--- src/rtl/updn_pkg.sv ---
package updn_pkg;
  typedef enum logic [1:0] {
    OP_HOLD = 2'd0,
    OP_LOAD = 2'd1,
    OP_UP   = 2'd2,
    OP_DN   = 2'd3
  } updn_op_e;
endpackage

--- src/rtl/updn_next.sv ---
module updn_next
  import updn_pkg::*;
#(
  parameter int unsigned W = 4,
  parameter logic [W-1:0] TERM = 4'd9
) (
  input  logic [W-1:0] q_i,
  input  logic [W-1:0] d_i,
  input  updn_op_e     op_i,
  output logic [W-1:0] nxt_o
);
  always_comb begin
    unique case (op_i)
      OP_LOAD: nxt_o = d_i;
      // anything at or above TERM (incl. out-of-range decade codes) goes to 0
      OP_UP:   nxt_o = (q_i >= TERM) ? '0 : q_i + W'(1);
      OP_DN:   nxt_o = (q_i == '0) ? TERM : q_i - W'(1);
      default: nxt_o = q_i;
    endcase
  end
endmodule

--- src/rtl/updn_term.sv ---
module updn_term #(
  parameter int unsigned W = 4,
  parameter logic [W-1:0] TERM = 4'd9
) (
  input  logic         clk_i,
  input  logic         rst_ni,
  input  logic [W-1:0] q_i,
  input  logic         up_i,
  input  logic         en_t_ni,
  output logic         carry_no
);
  logic at_end;

  assign at_end   = up_i ? (q_i == TERM) : (q_i == '0);
  assign carry_no = ~(~en_t_ni & at_end);


  carry_gate_chk: assert property (@(posedge clk_i) disable iff (!rst_ni)
    en_t_ni |-> carry_no);
endmodule

--- src/rtl/sync_updn_counter.sv ---
module sync_updn_counter
  import updn_pkg::*;
#(
  parameter int unsigned MODULUS = 10,
  parameter int unsigned W = (MODULUS > 1) ? $clog2(MODULUS) : 1
) (
  input  logic         clk_i,
  input  logic         rst_ni,
  input  logic         load_ni,
  input  logic [W-1:0] data_i,
  input  logic         up_i,
  input  logic         en_p_ni,
  input  logic         en_t_ni,
  output logic [W-1:0] q_o,
  output logic         carry_no
);
  localparam logic [W-1:0] TERM = W'(MODULUS - 1);

  updn_op_e     op;
  logic [W-1:0] nxt;

  // load wins over counting
  always_comb begin
    if (!load_ni)                  op = OP_LOAD;
    else if (!en_p_ni && !en_t_ni) op = up_i ? OP_UP : OP_DN;
    else                           op = OP_HOLD;
  end

  updn_next #(.W(W), .TERM(TERM)) u_next (
    .q_i  (q_o),
    .d_i  (data_i),
    .op_i (op),
    .nxt_o(nxt)
  );

  always_ff @(posedge clk_i or negedge rst_ni) begin
    if (!rst_ni) q_o <= '0;
    else         q_o <= nxt;
  end

  updn_term #(.W(W), .TERM(TERM)) u_term (
    .clk_i   (clk_i),
    .rst_ni  (rst_ni),
    .q_i     (q_o),
    .up_i    (up_i),
    .en_t_ni (en_t_ni),
    .carry_no(carry_no)
  );


  load_take_chk: assert property (@(posedge clk_i) disable iff (!rst_ni)
    !load_ni |=> q_o == $past(data_i));


  hold_chk: assert property (@(posedge clk_i) disable iff (!rst_ni)
    (load_ni && (en_p_ni || en_t_ni)) |=> $stable(q_o));


  up_wrap_chk: assert property (@(posedge clk_i) disable iff (!rst_ni)
    (load_ni && !en_p_ni && !en_t_ni && up_i && q_o == TERM) |=> q_o == '0);


  dn_wrap_chk: assert property (@(posedge clk_i) disable iff (!rst_ni)
    (load_ni && !en_p_ni && !en_t_ni && !up_i && q_o == '0) |=> q_o == TERM);
endmodule

--- config.mk ---
export PLATFORM = sky130hd
export DESIGN_NAME = sync_updn_counter
export DESIGN_NICKNAME = d
export VERILOG_FILES = /design/src/rtl/updn_pkg.sv /design/src/rtl/updn_next.sv /design/src/rtl/updn_term.sv /design/src/rtl/sync_updn_counter.sv
export SDC_FILE = /design/constraint.sdc
export NUM_CORES = 1
export LEC_CHECK = 0
export BUFFER_PORTS_ARGS = -buffer_cell sky130_fd_sc_hd__buf_2
export CAP_MARGIN = 40
export CORE_AREA = 2 2 39 41
export CTS_BUF_LIST = sky130_fd_sc_hd__clkbuf_8 sky130_fd_sc_hd__clkbuf_16
export DETAILED_ROUTE_END_ITERATION = 6
export DIE_AREA = 0 0 41 43
export MAX_ROUTING_LAYER = met4
export SYNTH_ARGS = -nofsm -noshare
export SYNTH_HDL_FRONTEND = slang
export SYNTH_SLANG_ARGS = --single-unit
--- constraint.sdc ---
create_clock -name clk_i -period 3.35 [get_ports clk_i]
set_input_delay 0.67 -clock clk_i [delete_from_list [all_inputs] [get_ports clk_i]]
set_output_delay 0.67 -clock clk_i [all_outputs]
set_load 0.05 [all_outputs]
After elaboration in Yosys (flattened, before gate mapping) --
Cells that the tools add are included.
Word-level totals: bits in registers 4, latch bits 0, RAM bits 0, bits in read-only memories 0, output and inout bits 5, word-level logic and storage cells 23, memories 0
Operators by class: $add $sub $neg 2, multiply operators 0, div/mod/pow operators 0, magnitude comparators 1, equality and inequality tests 4, shift-type cells 0, mux-type cells 7, bitwise operators 3, reductions and logical operators 5
Operator list (number):
- $pmux W4 S3 | 1
- $mux W4 | 2
- $add A4 B1 Y4 const B | 1
- $eq A2 B2 Y1 const B | 2
- $eq A4 B4 Y1 const B | 1
- $ge A4 B4 Y1 const B | 1
- $logic_not A4 Y1 | 1
- $mux W2 | 2
- $sub A4 B1 Y4 const B | 1
- $reduce_bool A3 Y1 | 1
- $eq A2 B1 Y1 const B | 1
- $logic_not A1 Y1 | 2
- $mux W1 | 2
- $not A1 Y1 | 2
- $and A1 B1 Y1 | 1
- $logic_and A1 B1 Y1 | 1

Logic depth before layout (Yosys ltp) --
Gate-level depths: netlist (run 1).
depth in word-level cells 6, mapped depth 6, depth with buffers taken out 6

By module --
From an unflattened synthesis (run 1), not the netlist that was laid out.
Second synthesis, totals: cells, all modules 58, area total of the unflattened synthesis 440.4 um2
Modules (own cells, without submodules):
- updn_next | instances 1, cells each 48, area each 299.0 um2, seq. area each 0.0 um2
- sync_updn_counter | instances 1, cells each 6, area each 120.1 um2, seq. area each 100.1 um2
- updn_term | instances 1, cells each 4, area each 21.3 um2, seq. area each 0.0 um2

Worst setup path after synthesis (run 1) --
No wires, ideal clock.
path kind register to output, start register q_o[0], end output carry_no, arrival 1.803 ns, path slack 0.877 ns, stages on the path, launching flop included 6, path buffers 0, path through dfrtp_1 > inv_1 > ha_1 > nor2b_1 > a21oi_1 > or3_1
On the way: word-level cells in the longest chain between the ends 4, elaborated cells on any way between the ends 5, classes of those cells eq/ne: 1; mux: 1; bitwise: 2; reduce/logical: 1
Ends and longest elaborated chain:
- start: declaration | RTL line sync_updn_counter.sv:14 | output logic [W-1:0] q_o,
- start signal: assignment | RTL line sync_updn_counter.sv:38 | else q_o <= nxt;
- $eq A4 B4 Y1 / $logic_not A4 Y1 (equally long branches) | RTL line updn_term.sv:14 | assign at_end = up_i ? (q_i == TERM) : (q_i == '0);
- $mux W1 * | RTL line updn_term.sv:14
- $and A1 B1 Y1 * | RTL line updn_term.sv:15 | assign carry_no = ~(~en_t_ni & at_end);
- $not A1 Y1 * | RTL line updn_term.sv:15
- end: declaration | RTL line sync_updn_counter.sv:15 | output logic carry_no
Mark *: on every way between the ends. The rest lies on a longest branch, timed or not.

Worst setup path after layout (run 1) --
Ends and elaborated chain as after synthesis.

==> impl_metrics.py, run 1 <==
metrics = {
    "cts": {
        "clkTransAtPathRegs_ns": 0.03,
        "clk-insertion-delay-late_ns": 0.21,
        "cts_tree": "built",
        "htreeDepth": 1,
        "clk_path_buf_depth": 2,
        "post-cts-setup-buffers": 0,
        "cts_resized": 0,
        "cts_hold_buf": 0,
        "cts.sinks": 4,
        "cts_buffers": 3,
        "root_buffer": "clkbuf_8",
    },
    "placed_design": {
        "gp_congestion": 0.792,
        "place_inst": 83,
        "hpwlAfterDp_um": 837,
        "portBuffers": 14,
    },
    "drt": {
        "via_per_inst": 5.28,
        "drtPass1Iterations": 4,
        "vias": 454,
        "wire_per_inst_um": 12.6,
        "antenna_left": 0,
        "drc": 0,
        "drt_iter0_markers": 3,
        "wirelength_um": 1090,
    },
    "pwr": {
        "ir_worst_vdd_v": 0.000271,
        "cellPowerDensity_nw_per_um2": 446,
        "leakage_uw": 0.000273,
    },
    "worst_setup_path": {
        "crit_buf_inv": 2,
        "crit_required_ns": 2.68,
        "path_delay_family": "simple AND/OR/NAND/NOR gates",
        "critPathLaunchType": "flop",
        "cp_slowest_cell": "dfrtp_1",
        "path_cells": "inv_1 > ha_1 > nor2b_1 > a21oi_1 > or3_1 > buf_2",
        "r2r_slack_ns": 1.64,
        "arrival_ns": 1.88,
        "path_class": "flop to output pin",
        "critPathCaptureType": "output pin",
        "critical-path-max-stage-delay_ns": 0.44,
        "path_max_fanout": 6,
    },
    "timing": {
        "rsz0062_at_grt": "no",
        "fmax_mhz": 392,
        "relSlewSlack": 0.811,
        "max_slew.worst_pin.slew_ns": 0.283,
        "clock_skew_ns": 0.000261,
        "period_minus_slack_ns": 2.55,
        "hold_viol": 0,
        "setup_viol": 0,
        "maxSlewViolCount": 0,
        "fin_crit_sh": 0.762,
        "fin_setup_tns_ns": 0,
    },
    "min_path": {
        "hold_class": "primary input to asynchronous set/reset pin",
    },
    "floorplanning": {
        "io_pins": 15,
        "placementRows": 14,
        "core_um2": 1380,
        "initial_core_util": 0.324,
        "dieArea_um2": 1760,
        "die_w_um": 41,
        "die_h_um": 43,
    },
    "cells_and_area": {
        "synthToLayoutAreaGrowth_pct": 28.2,
        "nNetsFinal": 86,
        "layout_commonest_cell": "buf_2",
        "largest_register_ffs": 4,
        "reg_top3": "q_o (4)",
        "n_fill_cell": 153,
        "multi_input_area_um2": 317,
        "most-common-layout-cells": "buf_2 (14), inv_1 (7), nand2_1 (4), ha_1 (4), dfrtp_1 (4)",
        "largest-register": "q_o",
        "seqCellArea_um2": 100,
        "finalNonFillerCells": 86,
        "drive_gt1_frac": 0.300,
        "diodes": 0,
    },
    "yosys": {
        "yosysSeqAreaShare": 0.223,
        "yosysWarningCount": 0,
        "synth-seq-cells": 4,
        "syn_nets": 68,
        "avgSynthCellArea_um2": 8.30,
        "ys_types": 28,
        "netlist_area_um2": 448,
        "syn_inst": 54,
    },
    "grt": {
        "grt_overflow": 0,
        "track_usage": 0.155,
        "grt_start_max_net_pins": 14,
        "grt_pass1_wl_um": 1860,
        "grt_pass1_vias": 421,
        "grt_antenna_before_repair": 0,
    },
    "outcome": {
        "status": "finished clean",
    },
    "flow_run": {
        "maxCapViolCount": 0,
    },
}
## worst paths after layout
kind / start / end / cells past startpoint
worst max-delay path: q_o[0] / carry_no / 6
worst min-delay path: rst_ni / q_o[0] / 1
worst max register to register: q_o[0] / q_o[2] / 6
worst min register to register: q_o[0] / q_o[0] / 1
max in group asynchronous: rst_ni / q_o[3] / 1
min in group clk_i: q_o[0] / q_o[0] / 1
## cell usage after synthesis (all sizes together)
cell | count | area (um^2)
a211o | 1 | 8.76
a211oi | 1 | 7.51
a21oi | 3 | 15.0
a32oi | 2 | 17.5
and3 | 1 | 6.26
buf | 1 | 5.00
dfrtp | 4 | 100
ha | 4 | 50.1
inv | 7 | 26.3
nand2 | 4 | 15.0
nand2b | 1 | 6.26
nand3 | 1 | 5.00
nand4 | 2 | 12.5
nor2 | 2 | 15.0
nor2b | 1 | 6.26
nor3b | 4 | 40.0
o2111a | 1 | 11.3
o211a | 1 | 10.0
o21ai | 5 | 25.0
o21bai | 2 | 15.0
o22ai | 2 | 12.5
o311ai | 1 | 16.3
o31ai | 1 | 7.51
or2b | 1 | 7.51
or3 | 1 | 6.26
## routing by layer
metal	up-vias	global-route usage	routed length, um
met5	-	-	0
met4	0	0.0800	0
met3	0	0.0157	25
met2	11	0.225	497
met1	210	0.205	563
li1	233	-	-
## power breakdown
| group | switching [uW] | internal, uW | total [uW] |
|---|---|---|---|
| Combinational | 59.0 | 30.1 | 89.2 |
| Sequential | 13.6 | 55.2 | 68.8 |
| Clock | 21.8 | 76.3 | 98.1 |
| Total | 94.5 | 162 | 256 |
## through the flow
stage | utilization | instance area [um^2] | total power [uW] | setup WS, ns | hold WS, ns
6_report | 0.415 | 574 | 256 | 0.799 | 0.256
5_1_grt | 0.415 | 574 | 274 | 0.665 | 0.254
4_1_cts | 0.415 | 574 | 260 | 0.783 | 0.253
3_5_place_dp | 0.385 | 533 | 158 | 1.02 | 0.480
3_3_place_gp | 0.385 | 533 | 158 | 1.03 | 0.475
2_1_floorplan | - | 448 | 132 | 0.877 | 0.374
## worst register-to-register path: stages, from the launching register on
cell and delay [ns]:
dfrtp_1 0.44, inv_1 0.13, ha_1 0.26, nor3b_2 0.18, o2111a_1 0.29, a32oi_1 0.19, a32oi_1 0.09
## cell families (layout without fill, tap and decap cells)
logic type               count (synthesis)  in the layout  synth area share
adder cells (fa/ha/maj)                  4              4             0.112
AO/OA/AOI/OAI                           20             20             0.327
flip-flops                               4              4             0.223
buffers and inverters                    8             24            0.0698
AND/OR/NAND/NOR                         18             18             0.268
## layout make-up
class	instances	share of cell area
Tap cell	16	0.0349
Clock buffer	3	0.0719
Inverter	7	0.0458
Multi-Input combinational cell	42	0.551
Sequential cell	4	0.174
Timing Repair Buffer	14	0.122
Note: power is estimated with default switching activity, not from simulation.
==> run 2, diff against run 1 <==
==> constraint.sdc (replaced) <==
create_clock -name clk_i -period 2.4 [get_ports clk_i]
set_input_delay 0.48 -clock clk_i [delete_from_list [all_inputs] [get_ports clk_i]]
set_output_delay 0.48 -clock clk_i [all_outputs]
set_load 0.05 [all_outputs]
==> run 2 against run 1 <==
Effect of this change:
- wire length about the same
- core utilization up 0.18 points
- critical path depth unchanged
- clock skew about the same
- first-iteration DRC count rose to 4.0 times the previous value
- flip-flop and latch count unchanged
- critical endpoint unchanged
==> impl_metrics.py, run 2 (synthesis results as in run 1) <==
metrics = {
    "timing": {
        "maxSlewViolCount": 0,
        "hold_viol": 0,
        "period_minus_slack_ns": 2.25,
        "rsz0062_at_grt": "no",
        "clock_skew_ns": 0.000743,
        "fin_setup_tns_ns": 0,
        "max_slew.worst_pin.slew_ns": 0.291,
        "setup_viol": 0,
        "fin_crit_sh": 0.939,
        "fmax_mhz": 444,
        "setup_ws_ns": 0.146,
        "relSlewSlack": 0.806,
    },
    "cells_and_area": {
        "layout_commonest_cell": "buf_2",
        "nNetsFinal": 86,
        "reg_top3": "q_o (4)",
        "diodes": 0,
        "finalNonFillerCells": 86,
        "drive_gt1_frac": 0.314,
        "most-common-layout-cells": "buf_2 (14), inv_1 (7), nand2_1 (4), ha_1 (4), dfrtp_1 (4)",
        "synthToLayoutAreaGrowth_pct": 28.8,
        "largest-register": "q_o",
        "largest_register_ffs": 4,
        "n_fill_cell": 147,
    },
    "pwr": {
        "p_sw_frac": 0.369,
        "p_comb_frac": 0.351,
        "ir_worst_vdd_v": 0.000415,
        "clkPwrFrac": 0.382,
        "p_sw_uw": 133,
        "leakage_uw": 0.000274,
        "cellPowerDensity_nw_per_um2": 622,
        "internal_power_uw": 226,
        "p_seq_frac": 0.267,
    },
    "placed_design": {
        "gp_congestion": 0.802,
        "portBuffers": 14,
        "dp_slack_ns": 0.317,
        "place_inst": 83,
        "hpwlAfterDp_um": 814,
    },
    "drt": {
        "antenna_left": 0,
        "via_per_inst": 5.28,
        "wirelength_um": 1090,
        "drtPass1Iterations": 4,
        "wire_per_inst_um": 12.6,
        "drt_iter0_markers": 12,
        "vias": 454,
        "drc": 0,
    },
    "floorplanning": {
        "io_pins": 15,
        "die_w_um": 41,
        "placementRows": 14,
        "core_um2": 1380,
        "initial_core_util": 0.324,
        "dieArea_um2": 1760,
        "die_h_um": 43,
    },
    "cts": {
        "clk-insertion-delay-late_ns": 0.21,
        "cts_buffers": 3,
        "clk_path_buf_depth": 2,
        "cts.sinks": 4,
        "cts_tree": "built",
        "post-cts-setup-buffers": 0,
        "root_buffer": "clkbuf_8",
        "clkTransAtPathRegs_ns": 0.03,
        "cts_hold_buf": 0,
        "cts_resized": 0,
        "htreeDepth": 1,
    },
    "worst_setup_path": {
        "cp_slowest_cell": "dfrtp_1",
        "critical-path-max-stage-delay_ns": 0.42,
        "path_delay_family": "simple AND/OR/NAND/NOR gates",
        "crit_required_ns": 1.92,
        "path_max_fanout": 6,
        "path_class": "flop to output pin",
        "critPathCaptureType": "output pin",
        "critPathLaunchType": "flop",
        "arrival_ns": 1.77,
        "crit_buf_inv": 2,
        "path_cells": "inv_1 > ha_1 > nor2b_2 > a21oi_1 > or3_1 > buf_2",
    },
    "outcome": {
        "status": "finished clean",
    },
    "flow_run": {
        "maxCapViolCount": 0,
    },
    "grt": {
        "grt_start_max_net_pins": 14,
        "grt_pass1_wl_um": 1720,
        "grt_overflow": 0,
        "grt_antenna_before_repair": 0,
        "track_usage": 0.145,
        "grt_pass1_vias": 438,
    },
    "min_path": {
        "hold_class": "primary input to asynchronous set/reset pin",
    },
}
## run 2: cell count changes in the layout (fill, tap and decap cells not counted)
cell	before	now
nor2b_1	1	0
nor2b_2	0	1
## run 2: worst paths after layout
kind | start | to | slack, ns | cells after the start
setup / recovery | q_o[0] | carry_no | 0.15 | 6
hold / removal | rst_ni | q_o[3] | 0.07 | 1
setup reg to reg | q_o[0] | q_o[2] | 0.76 | 6
hold reg to reg | q_o[0] | q_o[0] | 0.55 | 1
max in group asynchronous | rst_ni | q_o[1] | 2.22 | 1
min in group clk_i | data_i[0] | q_o[0] | 0.52 | 3
## run 2: power groups by stage
stage / Clock [uW] / Sequential [uW] / Combinational, uW
final: 137 / 96.0 / 126
after global routing: 145 / 98.8 / 137
after CTS: 141 / 95.4 / 126
after detailed placement: 0 / 95.8 / 125
after global placement: 0 / 95.8 / 126
after floorplan: 0 / 125 / 59.6
## run 2: worst register-to-register path, cell delays in order, from the launching register on
cell and delay (ns):
dfrtp_1 0.41, inv_1 0.12, ha_1 0.25, nor3b_2 0.17, o2111a_1 0.29, a32oi_1 0.18
a32oi_1 0.09
## run 2: cell type report
cell class                 count  area [um^2]  share of cell area
timing repair buffer          14         70.1               0.121
inverter                       7         26.3              0.0456
tap                           16         20.0              0.0347
clock buffer                   3         41.3              0.0716
sequential                     4          100               0.174
multi-input combinational     42          319               0.553
## run 2: per-stage QoR
stage | total power, uW | area [um^2] | hold slack, ns | utilization
after floorplan | 185 | 448 | 0.184 | -
after global placement | 222 | 533 | 0.287 | 0.385
after detailed placement | 221 | 533 | 0.288 | 0.385
after CTS | 362 | 574 | 0.0629 | 0.415
after global routing | 381 | 577 | 0.0704 | 0.417
final | 359 | 577 | 0.0656 | 0.417
## run 2: layer usage
| metal | vias to the layer above | track usage | routed length [um] |
|---|---|---|---|
| li1 | 234 | - | - |
| met2 | 11 | 0.200 | 493 |
| met4 | 0 | 0.0600 | 0 |
| met5 | - | - | 0 |
| met1 | 209 | 0.190 | 553 |
| met3 | 0 | 0.0471 | 39 |
==> run 3, diff against run 2 <==
--- a/config.mk
+++ b/config.mk
@@ -7,11 +7,14 @@
 export LEC_CHECK = 0
 export BUFFER_PORTS_ARGS = -buffer_cell sky130_fd_sc_hd__buf_2
 export CAP_MARGIN = 40
-export CORE_AREA = 2 2 39 41
+export CELL_PAD_IN_SITES_DETAIL_PLACEMENT = 0
+export CELL_PAD_IN_SITES_GLOBAL_PLACEMENT = 2
+export CORE_MARGIN = 2
+export CORE_UTILIZATION = 26
 export CTS_BUF_LIST = sky130_fd_sc_hd__clkbuf_8 sky130_fd_sc_hd__clkbuf_16
 export DETAILED_ROUTE_END_ITERATION = 6
-export DIE_AREA = 0 0 41 43
 export MAX_ROUTING_LAYER = met4
+export PLACE_DENSITY_LB_ADDON = 0.1
 export SYNTH_ARGS = -nofsm -noshare
 export SYNTH_HDL_FRONTEND = slang
 export SYNTH_SLANG_ARGS = --single-unit
==> run 3 against run 2 <==
Effect of this change:
- wire length grew 1.7%
- sequential power is 0.5% higher
- core utilization shrank 4.7 points
- flip-flop and latch count stayed put
- largest cell class unchanged
==> impl_metrics.py, run 3 (synthesis results as in run 1) <==
metrics = {
    "cells_and_area": {
        "reg_top3": "q_o (4)",
        "nNetsFinal": 86,
        "synthToLayoutAreaGrowth_pct": 28.8,
        "largest-register": "q_o",
        "largest_register_ffs": 4,
        "most-common-layout-cells": "buf_2 (14), inv_1 (7), nand2_1 (4), ha_1 (4), dfrtp_1 (4)",
        "n_fill_cell": 180,
        "diodes": 0,
        "layout_commonest_cell": "buf_2",
        "drive_gt1_frac": 0.314,
    },
    "min_path": {
        "hold_class": "primary input to asynchronous set/reset pin",
    },
    "grt": {
        "grt_overflow": 0,
        "grt_pass1_vias": 444,
        "grt_pass1_wl_um": 1890,
        "track_usage": 0.136,
        "grt_start_max_net_pins": 14,
        "grt_antenna_before_repair": 0,
    },
    "timing": {
        "period_minus_slack_ns": 2.28,
        "max_slew.worst_pin.slew_ns": 0.312,
        "hold_viol": 0,
        "clock_skew_ns": 0.00182,
        "setup_viol": 0,
        "fin_setup_tns_ns": 0,
        "rsz0062_at_grt": "no",
        "fin_crit_sh": 0.950,
        "fmax_mhz": 439,
        "maxSlewViolCount": 0,
        "setup_ws_ns": 0.121,
        "relSlewSlack": 0.792,
    },
    "floorplanning": {
        "die_w_um": 45.5,
        "core_um2": 1560,
        "dieArea_um2": 2070,
        "initial_core_util": 0.287,
        "die_h_um": 45.5,
        "io_pins": 15,
        "placementRows": 14,
    },
    "drt": {
        "via_per_inst": 5.12,
        "vias": 440,
        "drt_iter0_markers": 3,
        "antenna_left": 0,
        "drc": 0,
        "wire_per_inst_um": 12.8,
        "wirelength_um": 1110,
        "drtPass1Iterations": 4,
    },
    "placed_design": {
        "portBuffers": 14,
        "dp_slack_ns": 0.293,
        "gp_congestion": 0.808,
        "hpwlAfterDp_um": 850,
    },
    "cts": {
        "clk_path_buf_depth": 2,
        "cts.sinks": 4,
        "clkTransAtPathRegs_ns": 0.03,
        "htreeDepth": 1,
        "clk-insertion-delay-late_ns": 0.21,
        "post-cts-setup-buffers": 0,
        "root_buffer": "clkbuf_8",
        "cts_tree": "built",
        "cts_buffers": 3,
    },
    "worst_setup_path": {
        "critPathLaunchType": "flop",
        "critical-path-max-stage-delay_ns": 0.42,
        "crit_required_ns": 1.92,
        "path_class": "flop to output pin",
        "path_max_fanout": 6,
        "path_cells": "inv_1 > ha_1 > nor2b_2 > a21oi_1 > or3_1 > buf_2",
        "critPathCaptureType": "output pin",
        "cp_slowest_cell": "dfrtp_1",
        "arrival_ns": 1.80,
    },
    "outcome": {
        "status": "finished clean",
    },
    "pwr": {
        "ir_worst_vdd_v": 0.000410,
        "cellPowerDensity_nw_per_um2": 621,
        "leakage_uw": 0.000274,
    },
    "flow_run": {
        "maxCapViolCount": 0,
    },
}
## run 3: cell counts in the layout (fill, tap and decap cells not counted)
Identical to the previous run, type by type.
## run 3: path summary, 6_finish.rpt
kind / start / end / slack [ns] / depth (start not counted)
max in group asynchronous: rst_ni / q_o[0] / 2.22 / 1
setup / recovery: q_o[0] / carry_no / 0.12 / 6
min in group clk_i: data_i[0] / q_o[0] / 0.54 / 3
hold reg to reg: q_o[0] / q_o[0] / 0.56 / 1
setup reg to reg: q_o[0] / q_o[2] / 0.76 / 6
hold / removal: rst_ni / q_o[2] / 0.06 / 1
## run 3: routing by layer
| metal | GRT usage | vias up | share of wire | wire [um] |
|---|---|---|---|---|
| met5 | - | - | 0 | 0 |
| met3 | 0.0397 | 0 | 0.033 | 36 |
| met2 | 0.180 | 9 | 0.43 | 471 |
| met1 | 0.176 | 195 | 0.54 | 596 |
| li1 | - | 236 | - | - |
| met4 | 0.0882 | 0 | 0 | 0 |
## run 3: area by class of cell
cell class	instances	area (um^2)	share of cell area
sequential	4	100	0.174
inverter	7	26.3	0.0456
multi-input combinational	42	319	0.553
tap	16	20.0	0.0347
clock buffer	3	41.3	0.0716
timing repair buffer	14	70.1	0.121
## run 3: power breakdown
part / leakage, uW / switching (uW) / internal (uW) / total [uW]
sequential: 0.0000467 / 19.5 / 77.0 / 96.5
combinational: 0.000205 / 82.5 / 42.7 / 125
clock: 0.0000216 / 30.0 / 106 / 136
total: 0.000274 / 132 / 226 / 358
## run 3: critical path: cells and delay by family, from the launching register on
family | cells | cell delay, ns
flip-flops | 1 | 0.42
AND/OR/NAND/NOR | 2 | 0.49
AO/OA/AOI/OAI | 1 | 0.08
adder cells (fa/ha/maj) | 1 | 0.23
buffers and inverters | 2 | 0.36
## run 3: through the flow
step                 util  hold WS (ns)  total power, uW  std cells  instance area [um^2]
finish              0.370        0.0624              358         86                   577
global route        0.370        0.0570              388         86                   577
CTS                 0.368        0.0585              364         86                   574
detailed placement  0.342         0.286              223         83                   533
global placement    0.342         0.284              227         83                   533
floorplan               -         0.184              185         54                   448
## run 3: what timing repair did
| item | in CTS | in global routing |
|---|---|---|
| gates resized for setup | 0 | 1 |
| hold buffers | 0 | 0 |
| setup endpoints to repair | 0 | 1 |
